`src/rtl/sar_pkg.sv`:
```
// Shared definitions for the conversion sequencer.
package sar_pkg;
    typedef enum logic [1:0] {
        ST_IDLE   = 2'd0,
        ST_SAMPLE = 2'd1,
        ST_DECIDE = 2'd2,
        ST_LATCH  = 2'd3
    } sar_state_t;
endpackage

```
`src/rtl/sar_chan_hold.sv`:
```
// Channel holding register.
// Captures the requested channel when a conversion is accepted and drives
// it to the analog multiplexer until the next accepted start.
// Assumes: load is a single-cycle pulse from the sequencer.
module sar_chan_hold #(
    parameter int CHAN_W = 3
) (
    input  logic              clk,
    input  logic              rst_n,
    input  logic              load,
    input  logic [CHAN_W-1:0] chan_sel,
    output logic [CHAN_W-1:0] mux_sel
);
    // Capture the channel on an accepted start.
    always_ff @(posedge clk) begin
        if (!rst_n)
            mux_sel <= '0;
        else if (load)
            mux_sel <= chan_sel;
    end
endmodule

```
`src/rtl/sar_approx_reg.sv`:
```
// Successive-approximation register.
// Holds the trial code, a one-hot pointer to the bit under test, and the
// committed result. Each step resolves the pointed bit from the comparator
// and sets the next lower bit as the new trial.
// Assumes: load, step and commit are mutually exclusive; clear has priority.
module sar_approx_reg #(
    parameter int RES_BITS = 10
) (
    input  logic                clk,
    input  logic                rst_n,
    input  logic                clear,
    input  logic                load,
    input  logic                step,
    input  logic                commit,
    input  logic                cmp_hi,
    output logic [RES_BITS-1:0] trial,
    output logic [RES_BITS-1:0] result,
    output logic                last_bit
);
    localparam logic [RES_BITS-1:0] MSB_ONE = {1'b1, {(RES_BITS-1){1'b0}}};

    logic [RES_BITS-1:0] ptr;
    logic [RES_BITS-1:0] trial_nxt;

    // Next trial bits, one slice per bit position.
    for (genvar i = 0; i < RES_BITS; i++) begin : g_bit
        if (i == RES_BITS - 1) begin : g_top
            always_comb trial_nxt[i] = ptr[i] ? cmp_hi : trial[i];
        end else begin : g_low
            always_comb trial_nxt[i] = ptr[i]   ? cmp_hi :
                                       ptr[i+1] ? 1'b1   : trial[i];
        end
    end

    // Trial code and bit pointer update.
    always_ff @(posedge clk) begin
        if (!rst_n || clear) begin
            trial <= '0;
            ptr   <= '0;
        end else if (load) begin
            trial <= MSB_ONE;
            ptr   <= MSB_ONE;
        end else if (step) begin
            trial <= trial_nxt;
            ptr   <= ptr >> 1;
        end
    end

    // Result register, written once per completed conversion.
    always_ff @(posedge clk) begin
        if (!rst_n)
            result <= '0;
        else if (commit && !clear)
            result <= trial;
    end

    // Flag the final decision step.
    always_comb last_bit = ptr[0];
endmodule

```
`src/rtl/sar_fsm.sv`:
```
// Conversion sequencer state machine.
// Steps idle -> sample -> decide (one bit per cycle) -> latch -> idle and
// issues the control strobes for the approximation and channel registers.
// Assumes: last_bit marks the cycle of the final decision.
module sar_fsm (
    input  logic clk,
    input  logic rst_n,
    input  logic enable,
    input  logic start,
    input  logic last_bit,
    output logic load,
    output logic step,
    output logic commit,
    output logic clear,
    output logic busy,
    output logic sample_en
);
    import sar_pkg::*;

    sar_state_t state, state_nxt;

    // Next-state selection.
    always_comb begin
        state_nxt = state;
        if (!enable)
            state_nxt = ST_IDLE;
        else begin
            case (state)
                ST_IDLE:   if (start) state_nxt = ST_SAMPLE;
                ST_SAMPLE: state_nxt = ST_DECIDE;
                ST_DECIDE: if (last_bit) state_nxt = ST_LATCH;
                ST_LATCH:  state_nxt = ST_IDLE;
                default:   state_nxt = ST_IDLE;
            endcase
        end
    end

    // State register.
    always_ff @(posedge clk) begin
        if (!rst_n)
            state <= ST_IDLE;
        else
            state <= state_nxt;
    end

    // Strobes decoded from the present state.
    always_comb begin
        clear     = !enable;
        load      = enable && start && (state == ST_IDLE);
        step      = enable && (state == ST_DECIDE);
        commit    = enable && (state == ST_LATCH);
        busy      = (state != ST_IDLE);
        sample_en = (state == ST_SAMPLE);
    end
endmodule

```
`src/rtl/sar_seq_ctrl.sv`:
```
// Top of the successive-approximation conversion sequencer.
// Connects the state machine, the channel holding register and the
// approximation register. A conversion lasts RES_BITS+2 cycles.
// Assumes: cmp_hi is valid in every decision cycle for the current dac_code.
module sar_seq_ctrl #(
    parameter int RES_BITS = 10,
    parameter int CHAN_W   = 3
) (
    input  logic                clk,
    input  logic                rst_n,
    input  logic                enable,
    input  logic                start,
    input  logic [CHAN_W-1:0]   chan_sel,
    input  logic                cmp_hi,
    output logic [CHAN_W-1:0]   mux_sel,
    output logic                sample_en,
    output logic [RES_BITS-1:0] dac_code,
    output logic [RES_BITS-1:0] result,
    output logic                busy
);
    logic load, step, commit, clear, last_bit;

    sar_fsm u_fsm (
        .clk       (clk),
        .rst_n     (rst_n),
        .enable    (enable),
        .start     (start),
        .last_bit  (last_bit),
        .load      (load),
        .step      (step),
        .commit    (commit),
        .clear     (clear),
        .busy      (busy),
        .sample_en (sample_en)
    );

    sar_chan_hold #(.CHAN_W(CHAN_W)) u_chan (
        .clk      (clk),
        .rst_n    (rst_n),
        .load     (load),
        .chan_sel (chan_sel),
        .mux_sel  (mux_sel)
    );

    sar_approx_reg #(.RES_BITS(RES_BITS)) u_sar (
        .clk      (clk),
        .rst_n    (rst_n),
        .clear    (clear),
        .load     (load),
        .step     (step),
        .commit   (commit),
        .cmp_hi   (cmp_hi),
        .trial    (dac_code),
        .result   (result),
        .last_bit (last_bit)
    );
endmodule

```
`config.mk`:
```
export PLATFORM = sky130hd
export DESIGN_NAME = sar_seq_ctrl
export DESIGN_NICKNAME = d
export VERILOG_FILES = /design/src/rtl/sar_pkg.sv /design/src/rtl/sar_chan_hold.sv /design/src/rtl/sar_approx_reg.sv /design/src/rtl/sar_fsm.sv /design/src/rtl/sar_seq_ctrl.sv
export SDC_FILE = /design/constraint.sdc
export NUM_CORES = 1
export LEC_CHECK = 0
export CAP_MARGIN = 40
export CORE_MARGIN = 2
export CORE_UTILIZATION = 40
export DETAILED_ROUTE_END_ITERATION = 10
export HOLD_SLACK_MARGIN = 0.06
export PLACE_DENSITY_LB_ADDON = 0.12
export SETUP_SLACK_MARGIN = 0.02
export SLEW_MARGIN = 30
export SYNTH_ARGS = -nofsm -noshare
export SYNTH_HDL_FRONTEND = slang
export SYNTH_HIERARCHICAL = 1
export SYNTH_SLANG_ARGS = --single-unit
```
`constraint.sdc`:
```
create_clock -name clk -period 2.2 [get_ports clk]
set_clock_uncertainty 0.1 [all_clocks]
set_input_delay 0.44 -clock clk [delete_from_list [all_inputs] [get_ports clk]]
set_output_delay 0.44 -clock clk [all_outputs]
set_load 0.02 [all_outputs]
```
==> Flow_metrics.wiki, run 1 <==
{| class="wikitable"
! Metric !! Value
|-
| Status || completed
|-
| Average vias per placed instance || about 4.8
|-
| Final routed wirelength across all metal layers || around 2700 um
|-
| Initial antenna violation count || 0
|-
| Total count of max-transition violations in the final report || 0
|-
| Power Density || roughly 630 nW/um^2
|-
| Worst slack at placement || between 7 and 8 ps
|-
| Cell at the root of the clock tree || sky130_fd_sc_hd__clkbuf_4
|-
| Area of the placeable core || 3420 um^2
|-
| Post-layout net count || 200
|-
| Crit path DAT || 1490 ps
|-
| Minimum clock period after layout || slightly above 2000 ps
|-
| Placed instance count || about 230
|-
| Number of cells on the worst reg-to-reg path || 5
|-
| Clock net sink count || 35
|-
| Hold Crit Depth || 2
|-
| Routed wire per std cell || around 12 um
|-
| Synthesis Warnings || 6
|-
| CTS tree || done
|-
| Achievable Freq || about 490 MHz
|-
| Relative slew slack || between 60% and 70%
|-
| Hold Violations, Final || 0
|-
| Largest net degree at the start of global routing || 19
|-
| DIE WIDTH || 64.4 um
|-
| Top fanout value on the critical path || 4
|-
| Total Neg Setup Slack || 0 ps
|-
| Max capacitance violation total || 0
|-
| Number of cells produced by synthesis || 153
|-
| Number of nets in the synthesized netlist || around 170
|-
| Endpoint of the most critical register-to-register path || u_sar/trial[3]
|-
| Fin worst setup slack || around 170 ps
|-
| TritonCTS Buffers || 5
|-
| Post-DP HPWL || 2070 um
|-
| GR Util All Layers || approximately 14%
|-
| Clk_lat worst skew || 330 ps
|-
| Filler cell count || 325
|-
| WHS Endpoint || u_sar/result[6]
|-
| Clock-pin transition on the worst setup and hold timing paths || approximately 100 ps
|-
| Worst flop-to-flop path startpoint || u_fsm/state[0]
|-
| Mean instance size in the synthesized netlist || 9.53 um^2
|-
| Port buffer count || 32
|-
| Final antenna-violating net count || 0
|-
| Sequential fraction of the synthesis area || around 48%
|-
| Maximum clock insertion buffer count || 2
|-
| Final worst-path cycle share || approximately 92%
|-
| Wire length of the first global-routing pass || 4600 um
|-
| Path class of the lowest-slack min-delay path || register to register
|-
| Deepest level of the CTS H-tree || 2
|-
| Setup repair after global routing missed its margin || false
|-
| Hold Startpoint || u_sar/result[6]
|-
| Post-Synthesis Cell Area || roughly 1500 um^2
|-
| Post-detailed-route DRC marker count || 0
|-
| FF-to-FF setup slack || between 400 and 500 ps
|-
| Slew at the pin closest to its max-slew limit || about 600 ps
|-
| Die outline height || 64.4 um
|-
| Data required time at the worst endpoint || approximately 1700 ps
|-
| ANT cells || 0
|-
| Start-to-end type of the worst setup path || register to primary output
|-
| Number of cell rows || 21
|-
| Violation count after the first detailed-routing iteration || 46
|-
| Top Ports || 33
|-
| Final-report setup violation count || 0
|-
| Fraction of final layout cells sized beyond drive strength 1 || roughly a tenth
|-
| Number of cells in the finished layout apart from fillers || 235
|-
| Final weighted congestion in routability-driven placement || between 0.7 and 0.8
|-
| Number of global-route vias before repair || between 1,000 and 1,500
|-
| Highest ir drop seen on vdd || roughly 0.47 mV
|-
| Number of register bits inferred by synthesis || 35
|-
| Crit path capture type || primary output
|-
| Total via count in the routed design || 1,139
|-
| Overflow left after global routing || 0
|-
| Count of cell types in the netlist || 33
|-
| Cell leakage power || 0.000636 uW
|-
| Die area || between 4000 and 5000 um^2
|-
| Growth of design area from synthesis to finish || 30.7%
|-
| CP Launch Type || register
|-
| 1st-pass router iterations || 4
|-
| Starting utilization of the core area || 42.7%
|}
==> placed cells by master, fill, tap and decap left out, drive strengths merged, types with 3 or more instances in the layout <==
cell           Yosys  final
nor2b              5      5
buf                4      3
mux2i             11     11
ha                 4      4
o21ai             10     10
a21boi            10     10
dfxtp             35     35
a221oi             9      9
nand2             22     22
clkbuf             3      6
nor2              11     11
inv               14     14
clkdlybuf4s50      0     31
==> routing by layer <==
metal  share of wire, %  up-vias  GRT usage (%)  wire [um]
li1                   -      588              -          -
met4                1.7        0           7.18         47
met3                4.5        5           4.23        123
met2                 44       28           21.7       1200
met1                 50      518           18.8       1350
met5                  0        -              0          0
==> state kept, by name (all words and copies together) (netlist names) <==
register	flops
u_fsm/state	2
u_chan/mux_sel	3
u_sar/trial	10
u_sar/result	10
u_sar/ptr	10
==> stage by stage <==
stage / power [uW] / instance area, um^2 / hold WS (ps) / util [%]
floorplan: 708 / 1460 / 378 / -
global placement: 741 / 1820 / 348 / 53.3
detailed placement: 742 / 1820 / 357 / 53.3
CTS: 1220 / 1910 / 372 / 55.8
global route: 1260 / 1910 / 391 / 55.8
finish: 1200 / 1910 / 365 / 55.8
==> critical path, cell delays in order, from the launching register on <==
cell                              delay [ps]
sky130_fd_sc_hd__dfxtp_1                 390
sky130_fd_sc_hd__inv_1                    80
sky130_fd_sc_hd__ha_1                    170
sky130_fd_sc_hd__clkdlybuf4s50_1         530
==> worst max path at each step <==
| stage | start | endpoint | cells past startpoint |
|---|---|---|---|
| final | u_fsm/state[1] | sample_en | 3 |
| after global routing | u_fsm/state[1] | sample_en | 3 |
| after floorplan | u_fsm/state[0] | u_sar/trial[8] | 7 |
| after global placement | enable | u_sar/trial[6] | 5 |
| after CTS | u_fsm/state[1] | sample_en | 3 |
| after detailed placement | enable | u_sar/trial[3] | 5 |
==> timing repair <==
| item | CTS | global route |
|---|---|---|
| hold buffers | 0 | 0 |
| endpoints found under the setup margin | 1 | 0 |
| buffers inserted | 0 | 0 |
| resized for setup | 1 | 0 |
==> synthesized netlist by cell type (all sizes together) <==
cell type / n / share of area [%]
dfxtp: 35 / 48
nand2: 22 / 5.7
inv: 14 / 3.6
mux2i: 11 / 7.6
nor2: 11 / 3.0
a21boi: 10 / 5.2
o21ai: 10 / 3.7
a221oi: 9 / 5.8
nor2b: 5 / 3.2
buf: 4 / 2.7
ha: 4 / 3.4
clkbuf: 3 / 0.77
a21oi: 2 / 0.69
and2: 2 / 0.86
nand2b: 2 / 1.4
a211oi: 1 / 0.52
and2b: 1 / 0.52
and3: 1 / 0.43
nand3: 1 / 0.34
nor3: 1 / 0.34
o2111a: 1 / 0.77
o2111ai: 1 / 0.60
o31ai: 1 / 0.52
or2: 1 / 0.43
==> layout make-up <==
| class | count | area [um^2] | area share, % |
|---|---|---|---|
| Sequential cell | 35 | 701 | 36.8 |
| Multi-Input combinational cell | 97 | 654 | 34.3 |
| Timing Repair Buffer | 35 | 354 | 18.6 |
| Tap cell | 46 | 57.6 | 3.02 |
| Inverter | 14 | 52.6 | 2.76 |
| Clock buffer | 6 | 51.3 | 2.69 |
| Clock inverter | 2 | 35.0 | 1.84 |
==> power by group <==
part           switching, uW  internal (uW)
clock network            203            269
registers               3.95            639
logic                   40.1           42.3
==> logic make-up (layout without fill, tap and decap cells) <==
kind of cell	Yosys count	after routing	share of synthesized area, %
fa+ha+maj	4	4	3.43
flops	35	35	48.1
simple gates	47	47	16.1
mux	11	11	7.55
buf+inv	21	57	7.04
compound gates	35	35	17.8
(Power assumes the default switching activity.)
==> inputs of run 2 (changes only) <==
PLACE_DENSITY = 0.66   (was not set)
PLACE_DENSITY_LB_ADDON = not set   (was 0.12)
SETUP_SLACK_MARGIN = 0.4   (was 0.02)
==> Flow_metrics.wiki, run 2 (synthesis gave the netlist of run 1 again) <==
{| class="wikitable"
! Metric !! Value
|-
| Filler cell count || 333 (was 325)
|-
| Area taken by flip-flops and latches || 703 um^2 (was 701 um^2)
|-
| Post-DP HPWL || 2070 um (about the same)
|-
| Crit path DAT || 1170 ps (was 1490 ps)
|-
| Number of cells on the worst reg-to-reg path || 6 (was 5)
|-
| Growth of design area from synthesis to finish || 28.0% (was 30.7%)
|-
| Total placed instance area || 1810 um^2 (was 1820 um^2)
|-
| Clk_lat worst skew || 330 ps (about the same)
|-
| Relative slew slack || 75.6% (was 60.1%)
|-
| Post-detailed-route DRC marker count || 0 (unchanged)
|-
| Largest registers || u_sar/ptr: 10 flops, u_sar/result: 10 flops, u_sar/trial: 10 flops (unchanged)
|-
| Fraction of final layout cells sized beyond drive strength 1 || 13.1% (was 9.52%)
|-
| Achievable Freq || 584 MHz (was 494 MHz)
|-
| Worst hold margin || 364 ps (was 365 ps)
|-
| Deepest level of the CTS H-tree || 2 (unchanged)
|-
| Number of cell rows || 21 (unchanged)
|-
| Power Density || 591 nW/um^2 (was 628 nW/um^2)
|-
| Overflow left after global routing || 0 (unchanged)
|-
| Setup repair after global routing missed its margin || false (unchanged)
|-
| Cell leakage power || 0.000743 uW (was 0.000636 uW)
|-
| Minimum clock period after layout || 1710 ps (was 2030 ps)
|-
| CP Launch Type || register (unchanged)
|-
| Slew at the pin closest to its max-slew limit || 366 ps (was 599 ps)
|-
| Top Ports || 33 (unchanged)
|-
| Total count of max-transition violations in the final report || 0 (unchanged)
|-
| TritonCTS Buffers || 5 (unchanged)
|-
| Port buffer count || 32 (unchanged)
|-
| Start-to-end type of the worst setup path || register to primary output (unchanged)
|-
| Number of global-route vias before repair || 1,026 (was 1,014)
|-
| Highest ir drop seen on vdd || 0.428 mV (was 0.466 mV)
|-
| Area of the placeable core || 3420 um^2 (unchanged)
|-
| Data required time at the worst endpoint || 1660 ps (about the same)
|-
| Clock-pin transition on the worst setup and hold timing paths || 100 ps (about the same)
|-
| Die outline height || 64.4 um (unchanged)
|-
| Starting utilization of the core area || 42.7% (unchanged)
|-
| Number of cells in the finished layout apart from fillers || 237 (was 235)
|-
| Largest net degree at the start of global routing || 19 (unchanged)
|-
| Commonest non-fill, non-tap cells in the layout || sky130_fd_sc_hd__dfxtp_1 (33), sky130_fd_sc_hd__dlygate4sd2_1 (23), sky130_fd_sc_hd__nand2_1 (22), sky130_fd_sc_hd__inv_1 (13), sky130_fd_sc_hd__mux2i_1 (11) (was sky130_fd_sc_hd__dfxtp_1 (35), sky130_fd_sc_hd__clkdlybuf4s50_1 (31), sky130_fd_sc_hd__nand2_1 (22), sky130_fd_sc_hd__inv_1 (13), sky130_fd_sc_hd__mux2i_1 (11))
|-
| Routed wire per std cell || 11.8 um (was 11.6 um)
|-
| Violation count after the first detailed-routing iteration || 28 (was 46)
|-
| Path class of the lowest-slack min-delay path || register to register (unchanged)
|-
| Crit path capture type || primary output (unchanged)
|-
| DIE WIDTH || 64.4 um (unchanged)
|-
| Status || completed (unchanged)
|-
| ANT cells || 0 (unchanged)
|-
| Wire length of the first global-routing pass || 4770 um (was 4600 um)
|-
| Hold Startpoint || u_sar/result[9] (was u_sar/result[6])
|-
| Final weighted congestion in routability-driven placement || 0.822 (was 0.781)
|-
| Number of buffers inserted for hold repair after clock tree synthesis || 0 (unchanged)
|-
| Max capacitance violation total || 0 (unchanged)
|-
| Post-layout net count || 202 (was 200)
|-
| Overall power after layout || 1100 uW (was 1200 uW)
|-
| WHS Endpoint || u_sar/result[9] (was u_sar/result[6])
|-
| CTS tree || done (unchanged)
|-
| Hold Crit Depth || 2 (unchanged)
|-
| Maximum clock insertion buffer count || 2 (unchanged)
|-
| Placed instance count || 227 (unchanged)
|-
| Cell area after layout || 1870 um^2 (was 1910 um^2)
|-
| Final routed wirelength across all metal layers || 2800 um (was 2720 um)
|-
| Cell at the root of the clock tree || sky130_fd_sc_hd__clkbuf_4 (unchanged)
|-
| Endpoint of the most critical register-to-register path || u_sar/trial[0] (was u_sar/trial[3])
|-
| Hold Violations, Final || 0 (unchanged)
|-
| Clock net sink count || 35 (unchanged)
|-
| Die area || 4140 um^2 (unchanged)
|-
| FF-to-FF setup slack || 620 ps (was 410 ps)
|-
| GR Util All Layers || 15.0% (was 14.4%)
|-
| Initial antenna violation count || 0 (unchanged)
|-
| Area of the multi-input gates || 662 um^2 (was 654 um^2)
|-
| Top fanout value on the critical path || 4 (unchanged)
|-
| Total via count in the routed design || 1,123 (was 1,139)
|-
| Commonest non-fill, non-tap cell in the layout || sky130_fd_sc_hd__dfxtp_1 (unchanged)
|-
| Average vias per placed instance || 4.74 (was 4.85)
|-
| Final antenna-violating net count || 0 (unchanged)
|-
| 1st-pass router iterations || 4 (unchanged)
|-
| Final worst-path cycle share || 77.8% (was 92.1%)
|-
| Worst flop-to-flop path startpoint || u_fsm/state[1] (was u_fsm/state[0])
|-
| Final-report setup violation count || 0 (unchanged)
|}
==> run 2: changes by cell type in the layout (fill, tap and decap cells not counted), moves of 2 or more <==
cell                              delta
sky130_fd_sc_hd__dfxtp_2             +2
sky130_fd_sc_hd__clkdlybuf4s50_1    -24
sky130_fd_sc_hd__dlygate4sd2_1      +22
sky130_fd_sc_hd__dfxtp_1             -2
sky130_fd_sc_hd__buf_4               +2
==> run 2: worst max path at each step <==
stage | slack [ps] | to | start | cells past startpoint
2_1_floorplan | 520 | u_sar/trial[8] | u_fsm/state[0] | 7
3_3_place_gp | 70 | u_sar/trial[6] | enable | 5
3_5_place_dp | -10 | u_sar/trial[7] | enable | 5
4_1_cts | 300 | busy | u_fsm/state[0] | 4
5_1_grt | 400 | busy | u_fsm/state[0] | 4
6_report | 490 | busy | u_fsm/state[0] | 4
==> run 2: final cells by class <==
cell class	count	area share [%]
clock buffer	6	2.75
clock inverter	2	0.872
inverter	14	2.82
multi-input combinational	97	35.5
sequential	35	37.7
tap	46	3.09
timing repair buffer	37	17.3
==> run 2: layer usage <==
metal | wire length (um) | part of all wire, % | vias to the layer above | GRT usage [%]
met5 | 0 | 0 | - | 0
met4 | 19 | 0.68 | 0 | 7.71
met3 | 110 | 3.9 | 2 | 4.05
met2 | 1390 | 50 | 23 | 23.8
met1 | 1280 | 46 | 508 | 18.4
li1 | - | - | 590 | -
==> run 2: power by group <==
group	internal, uW	total (uW)	switching [uW]
registers	640	643	3.39
logic	41.1	84.1	43.0
clock network	157	376	218
==> run 2: worst max-delay path, cell delays in order, from the launching register on <==
cell,delay [ps]
sky130_fd_sc_hd__dfxtp_2,350
sky130_fd_sc_hd__inv_2,50
sky130_fd_sc_hd__ha_1,230
sky130_fd_sc_hd__inv_1,60
sky130_fd_sc_hd__buf_2,150
==> run 2: timing repair <==
| action | 4_1_cts | 5_1_grt |
|---|---|---|
| setup buffers | 0 | 2 |
| setup endpoints to repair | 33 | 10 |
| gates resized for setup | 30 | 6 |
==> run 2: per-stage QoR <==
step                      utilization, %  setup WS (ps)  setup TNS [ps]
after floorplan                        -            519               0
after global placement              52.9           66.9               0
after detailed placement            52.9          -9.87           -18.9
after CTS                           54.1            299               0
after global routing                54.6            396               0
final                               54.6            489               0
